## config.mk

```make
export PLATFORM = sky130hd
export DESIGN_NAME = gpio_bank
export DESIGN_NICKNAME = d
export VERILOG_FILES = /design/src/rtl/gpio_pkg.sv /design/src/rtl/gpio_ctrl.sv /design/src/rtl/gpio_datapath.sv /design/src/rtl/gpio_bank.sv
export SDC_FILE = /design/constraint.sdc
export NUM_CORES = 1
export LEC_CHECK = 0
export BUFFER_PORTS_ARGS = -buffer_cell sky130_fd_sc_hd__buf_2
export CAP_MARGIN = 20
export CELL_PAD_IN_SITES_DETAIL_PLACEMENT = 1
export CELL_PAD_IN_SITES_GLOBAL_PLACEMENT = 1
export CORE_AREA = 3 3 243 245
export DETAILED_ROUTE_END_ITERATION = 8
export DIE_AREA = 0 0 246 248
export PLACE_DENSITY_LB_ADDON = 0.1
export SETUP_SLACK_MARGIN = 0.05
export SLEW_MARGIN = 20
export SYNTH_ARGS = -nofsm -noshare
export SYNTH_HDL_FRONTEND = slang
export SYNTH_SLANG_ARGS = --single-unit
```

## constraint.sdc

```tcl
create_clock -name clk -period 2.7 [get_ports clk]
set_input_delay 0.27 -clock clk [delete_from_list [all_inputs] [get_ports clk]]
set_output_delay 0.27 -clock clk [all_outputs]
set_load 0.02 [all_outputs]
```

## src/rtl/gpio_pkg.sv

```systemverilog
package gpio_pkg;

  typedef enum logic [1:0] {
    MODE_IN   = 2'b00,
    MODE_OUT  = 2'b01,
    MODE_ALT  = 2'b10,
    MODE_RSVD = 2'b11
  } pinMode_e;

  // Strobes passed from the bus decoder to the pin datapath.
  typedef struct packed {
    logic       wrStb;
    logic       rdHit;
    logic [7:0] wdata;
  } regStb_t;

  localparam int FLAG_BIT = 6;
  localparam int LIVE_BIT = 5;
  localparam int DBEN_BIT = 4;

endpackage

```

## src/rtl/gpio_ctrl.sv

```systemverilog
module gpio_ctrl
  import gpio_pkg::*;
#(
  parameter int NUM_PINS  = 32,
  parameter int BASE_ADDR = 16,
  parameter int ADDR_W    = 8,
  parameter int IDX_W     = 5
) (
  input  logic [ADDR_W-1:0] regAddr,
  input  logic              regWe,
  input  logic [7:0]        regWdata,
  output regStb_t           stb,
  output logic [IDX_W-1:0]  pinSel
);

  logic [ADDR_W-1:0] offs;
  logic              inBank;

  always_comb begin
    offs   = regAddr - ADDR_W'(BASE_ADDR);
    inBank = (regAddr >= ADDR_W'(BASE_ADDR)) && (offs < ADDR_W'(NUM_PINS));
    pinSel = offs[IDX_W-1:0];
    stb.wrStb = regWe && inBank;
    stb.rdHit = inBank;
    stb.wdata = regWdata;
  end

endmodule

```

## src/rtl/gpio_datapath.sv

```systemverilog
module gpio_datapath
  import gpio_pkg::*;
#(
  parameter int NUM_PINS = 32,
  parameter int DB_TICKS = 4,
  parameter int IDX_W    = 5
) (
  input  logic                clk,
  input  logic                rstN,
  input  regStb_t             stb,
  input  logic [IDX_W-1:0]    pinSel,
  input  logic                sampleTick,
  input  logic [NUM_PINS-1:0] padIn,
  input  logic [NUM_PINS-1:0] altIn,
  input  logic                clkA,
  input  logic                clkB,
  output logic [NUM_PINS-1:0] padOut,
  output logic [NUM_PINS-1:0] padOe,
  output logic [NUM_PINS-1:0] pinVal,
  output logic [7:0]          regRdata
);

  localparam int CNT_W = $clog2(DB_TICKS + 1);
  localparam logic [CNT_W-1:0] CNT_LIM = CNT_W'(DB_TICKS - 1);

  logic [7:0] rdByte [NUM_PINS];

  for (genvar i = 0; i < NUM_PINS; i++) begin : gPin
    logic [1:0]       syncQ;
    logic             dbLvl;
    logic [CNT_W-1:0] dbCnt;
    logic             effPrev;
    logic             flagQ;
    logic             dbEn;
    pinMode_e         modeQ;
    logic [1:0]       subQ;
    logic             wrMe, eff, isIn, cond, setEv;
    logic             oeBit, outBit;

    assign wrMe = stb.wrStb && (pinSel == IDX_W'(i));

    // two-flop synchroniser
    always_ff @(posedge clk or negedge rstN) begin
      if (!rstN) syncQ <= '0;
      else       syncQ <= {syncQ[0], padIn[i]};
    end

    // debounce: count ticks while the synchronised level differs
    always_ff @(posedge clk or negedge rstN) begin
      if (!rstN) begin
        dbLvl <= 1'b0;
        dbCnt <= '0;
      end else if (syncQ[1] == dbLvl) begin
        dbCnt <= '0;
      end else if (sampleTick) begin
        if (dbCnt == CNT_LIM) begin
          dbLvl <= syncQ[1];
          dbCnt <= '0;
        end else begin
          dbCnt <= dbCnt + 1'b1;
        end
      end
    end

    assign eff   = dbEn ? dbLvl : syncQ[1];
    assign isIn  = (modeQ == MODE_IN) || (modeQ == MODE_RSVD);
    assign cond  = subQ[0] ? eff : ~eff;
    assign setEv = isIn && (subQ[0] ? (eff && !effPrev) : (!eff && effPrev));

    always_ff @(posedge clk or negedge rstN) begin
      if (!rstN) begin
        effPrev <= 1'b0;
        flagQ   <= 1'b0;
        dbEn    <= 1'b0;
        modeQ   <= MODE_IN;
        subQ    <= 2'b00;
      end else begin
        effPrev <= eff;
        if (wrMe) begin
          dbEn  <= stb.wdata[DBEN_BIT];
          modeQ <= pinMode_e'(stb.wdata[3:2]);
          subQ  <= stb.wdata[1:0];
        end
        if (setEv)                            flagQ <= 1'b1;
        else if (wrMe && stb.wdata[FLAG_BIT]) flagQ <= 1'b0;
      end
    end

    always_comb begin
      oeBit  = 1'b0;
      outBit = 1'b0;
      case (modeQ)
        MODE_OUT: begin
          oeBit = 1'b1;
          case (subQ)
            2'b00:   outBit = 1'b0;
            2'b01:   outBit = 1'b1;
            2'b10:   outBit = clkA;
            default: outBit = clkB;
          endcase
        end
        MODE_ALT: begin
          oeBit  = 1'b1;
          outBit = altIn[i];
        end
        default: begin
          oeBit  = 1'b0;
          outBit = 1'b0;
        end
      endcase
    end

    assign padOe[i]  = oeBit;
    assign padOut[i] = outBit;
    assign pinVal[i] = isIn ? (subQ[1] ? flagQ : cond) : 1'b0;
    assign rdByte[i] = {1'b0, flagQ, syncQ[1], dbEn, modeQ, subQ};
  end

  assign regRdata = stb.rdHit ? rdByte[pinSel] : 8'h00;

endmodule

```

## src/rtl/gpio_bank.sv

```systemverilog
module gpio_bank
  import gpio_pkg::*;
#(
  parameter int NUM_PINS  = 32,
  parameter int BASE_ADDR = 16,
  parameter int ADDR_W    = 8,
  parameter int DB_TICKS  = 4
) (
  input  logic                clk,
  input  logic                rstN,
  input  logic [ADDR_W-1:0]   regAddr,
  input  logic                regWe,
  input  logic [7:0]          regWdata,
  output logic [7:0]          regRdata,
  input  logic                sampleTick,
  input  logic [NUM_PINS-1:0] padIn,
  input  logic [NUM_PINS-1:0] altIn,
  input  logic                clkA,
  input  logic                clkB,
  output logic [NUM_PINS-1:0] padOut,
  output logic [NUM_PINS-1:0] padOe,
  output logic [NUM_PINS-1:0] pinVal
);

  localparam int IDX_W = $clog2(NUM_PINS);

  regStb_t          stb;
  logic [IDX_W-1:0] pinSel;

  gpio_ctrl #(
    .NUM_PINS(NUM_PINS), .BASE_ADDR(BASE_ADDR), .ADDR_W(ADDR_W), .IDX_W(IDX_W)
  ) uCtrl (
    .regAddr(regAddr), .regWe(regWe), .regWdata(regWdata),
    .stb(stb), .pinSel(pinSel)
  );

  gpio_datapath #(
    .NUM_PINS(NUM_PINS), .DB_TICKS(DB_TICKS), .IDX_W(IDX_W)
  ) uPath (
    .clk(clk), .rstN(rstN), .stb(stb), .pinSel(pinSel),
    .sampleTick(sampleTick), .padIn(padIn), .altIn(altIn),
    .clkA(clkA), .clkB(clkB), .padOut(padOut), .padOe(padOe),
    .pinVal(pinVal), .regRdata(regRdata)
  );

endmodule

```

==> out/qor.yml <==
synth_xor_area_frac: 0.0247
cp-start-kind: "flip-flop"
cts_buffers: 50
drt-total-wl_mm: 66.0
place_congestion: 0.841
start_util: 0.395
num_vias: 15900
vias_per_cell: 5.27
maxCapViolCount: 0
wire_per_inst_um: 21.9
utilization: 0.465
crit_path_end_kind: "output port"
setup_violations: 0
die_w_um: 246
min_path_type: "input pin to flip-flop"
syn_area_mm2: 0.0227
worstRegToRegCells: 4
cts_tree: "built"
clockBufferDepth: 3
status: "finished clean"
finalHoldViolCount: 0
firstDrtPassIters: 5
whs_path_depth: 3
hpwl_mm: 48.2
die_y_um: 248
period_minus_slack_ns: 2.58
drv_slew: 0
ys_seq_area_frac: 0.459
grt_overflow: 0
synth_compound_area_frac: 0.0682
critical_path_peak_fanout: 2
nets: 2398
die-area_mm2: 0.0610
crit_top_cell: "buf_4"
io_buffers: 186
grt_max_degree: 85
synth_top_family_by_area: "multiplexers"
track_usage: 0.217
synthCells: 2003
clock_sink_count: 416
final_area_mm2: 0.0267
synth_cell_types: 51
yosysTopAreaCell: "dfrtp_1"
fp-row-count: 88
synth.avg_cell_area_um2: 11.3
clk_latency_ns: 0.58
p_leak_uw: 0.0123
fin_crit_sh: 0.955
ys_ff_latch: 416
grt_pass1_wl_mm: 101
crit_required_ns: 2.43
synth_edf_count: 0
synthAdderAreaFrac: 0.0535
crit_type: "flip-flop to output port"
post-place-ws_ns: 0.119
cp_cell_sequence: "mux4_2 > a2111oi_4 > a221oi_2 > buf_4 > buf_4"
slowest_stage: "mux4_2"
clkTransAtPathRegs_ns: 0.05
grt_pass1_vias: 16500
setup_slack_ns: 0.121
worstPathArrival_ns: 2.31
synth_most_common_cell: "dfrtp_1"
yosys_warnings: 0
clock.fmax_mhz: 388
synth.area.mux_share: 0.197
synth-simple-area-share: 0.133
ant_nets: 0
antenna_found_initial: 1
io_pins: 190
tns_ns: 0
drc_errors: 0
h-tree-depth: 2
synth_nets: 2186
cts_root_buffer: "clkbuf_16"
peakVddDrop_mv: 0.490
syn2layout_area_growth_pct: 17.6
drive_above_1_share: 0.297
async_reset_ff_frac: 1.00
cpPeakStageDelay_ns: 0.51
rsz0062_at_grt: "no"
coreArea_mm2: 0.0574
synth_area_leaders: "dfrtp_1, mux2_2, ha_1"
first_iter_violations: 955
max-slew-margin-rel: 0.360
worstMarginPinSlew_ns: 0.960
powerDensity_mw_per_mm2: 690
synth_top_area_share: 0.459
fin_worst_skew_ns: 0.0108
ys_top_cells_by_count: "dfrtp_1, mux2_2, nor2_1"
ys.flop_type: "dfrtp_1"
placed_area_mm2: 0.0244
[cell usage in the layout, fill, tap and decap left out, drive strengths merged, types with 14 or more instances in the layout]
| master | n |
|---|---|
| a21boi | 32 |
| o21ai | 42 |
| ha | 97 |
| inv | 146 |
| a22o | 56 |
| nand2b | 78 |
| mux2i | 98 |
| nor2 | 163 |
| dfrtp | 416 |
| o22ai | 28 |
| nand2 | 159 |
| nand4 | 59 |
| nand3 | 18 |
| clkbuf | 69 |
| xor2 | 32 |
| a21oi | 75 |
| buf | 277 |
| mux2 | 200 |
| xnor2 | 32 |
| dlygate4sd3 | 33 |
| nand3b | 39 |
| clkinv | 14 |
| mux4 | 54 |
[path summary, 6_finish.rpt]
check	end	slack (ns)	startpoint
max	regRdata[5]	0.12	uPath.gPin[31].syncQ[1]
min	uPath.gPin[22].dbCnt[0]	0.16	sampleTick
max reg2reg	uPath.gPin[18].flagQ	1.04	uPath.gPin[18].dbEn
min reg2reg	uPath.gPin[10].syncQ[1]	0.35	uPath.gPin[10].syncQ[0]
max in group asynchronous	uPath.gPin[14].modeQ[1]	1.52	rstN
min in group asynchronous	uPath.gPin[8].flagQ	0.34	rstN
[where the power goes]
part	switching, uW	total, uW	internal (uW)	leakage, uW
Combinational	1980	3580	1600	0.00618
Sequential	775	7820	7040	0.00531
Clock	2730	6990	4270	0.000848
Total	5480	18400	12900	0.0123
[routing by layer]
metal | global-route usage | wire, um | vias up | part of all wire
met3 | 0.0275 | 2770 | 68 | 0.042
met1 | 0.321 | 32200 | 8236 | 0.49
li1 | - | - | 7331 | -
met4 | 0.0509 | 1100 | 0 | 0.017
met5 | 0 | 0 | - | 0
met2 | 0.340 | 30000 | 289 | 0.45
[worst max-delay path, delay by kind of cell (launching register included)]
kind | cells | cell delay (ns)
buf+inv | 2 | 0.31
flops | 1 | 0.44
mux | 1 | 0.51
compound gates | 2 | 0.46
[cells by family (layout without fill, tap and decap cells)]
logic type,after synthesis,in the layout
buffers and inverters,295,545
multiplexers,352,352
AO/OA/AOI/OAI,239,239
AND/OR/NAND/NOR,539,539
other,1,3
adder cells (fa/ha/maj),97,97
XOR/XNOR,64,64
flip-flops,416,416
[cell type report]
cell class	instances	area [um^2]
Tap cell	765	957
Sequential cell	416	10400
Antenna cell	2	5.00
Timing Repair Buffer	310	2140
Clock buffer	69	1430
Inverter	145	544
Fill cell	6159	30700
Multi-Input combinational cell	1292	10900
Clock inverter	21	259
[metrics by stage]
step           total power (uW)  std cells  hold WS, ns
2_1_floorplan             10200       2003      -0.0256
3_3_place_gp              11200       2879        0.334
3_5_place_dp              11400       2879        0.336
4_1_cts                   18600       3017        0.123
5_1_grt                   19400       3018        0.182
6_report                  18400       3020        0.165
[timing repair]
item	in CTS	in global routing
hold buffers	33	0
pin swaps	6	1
setup endpoints to repair	2	8
hold endpoints to repair	103	0
gates resized for setup	23	11
buffers inserted	16	1
[state kept, by name (all words and copies together) (netlist names)]
signal              cells
uPath.gPin.subQ        64
uPath.gPin.modeQ       64
uPath.gPin.dbLvl       32
uPath.gPin.flagQ       32
uPath.gPin.dbCnt       96
uPath.gPin.dbEn        32
uPath.gPin.effPrev     32
uPath.gPin.syncQ       64
Note: power is estimated with default switching activity, not from simulation.
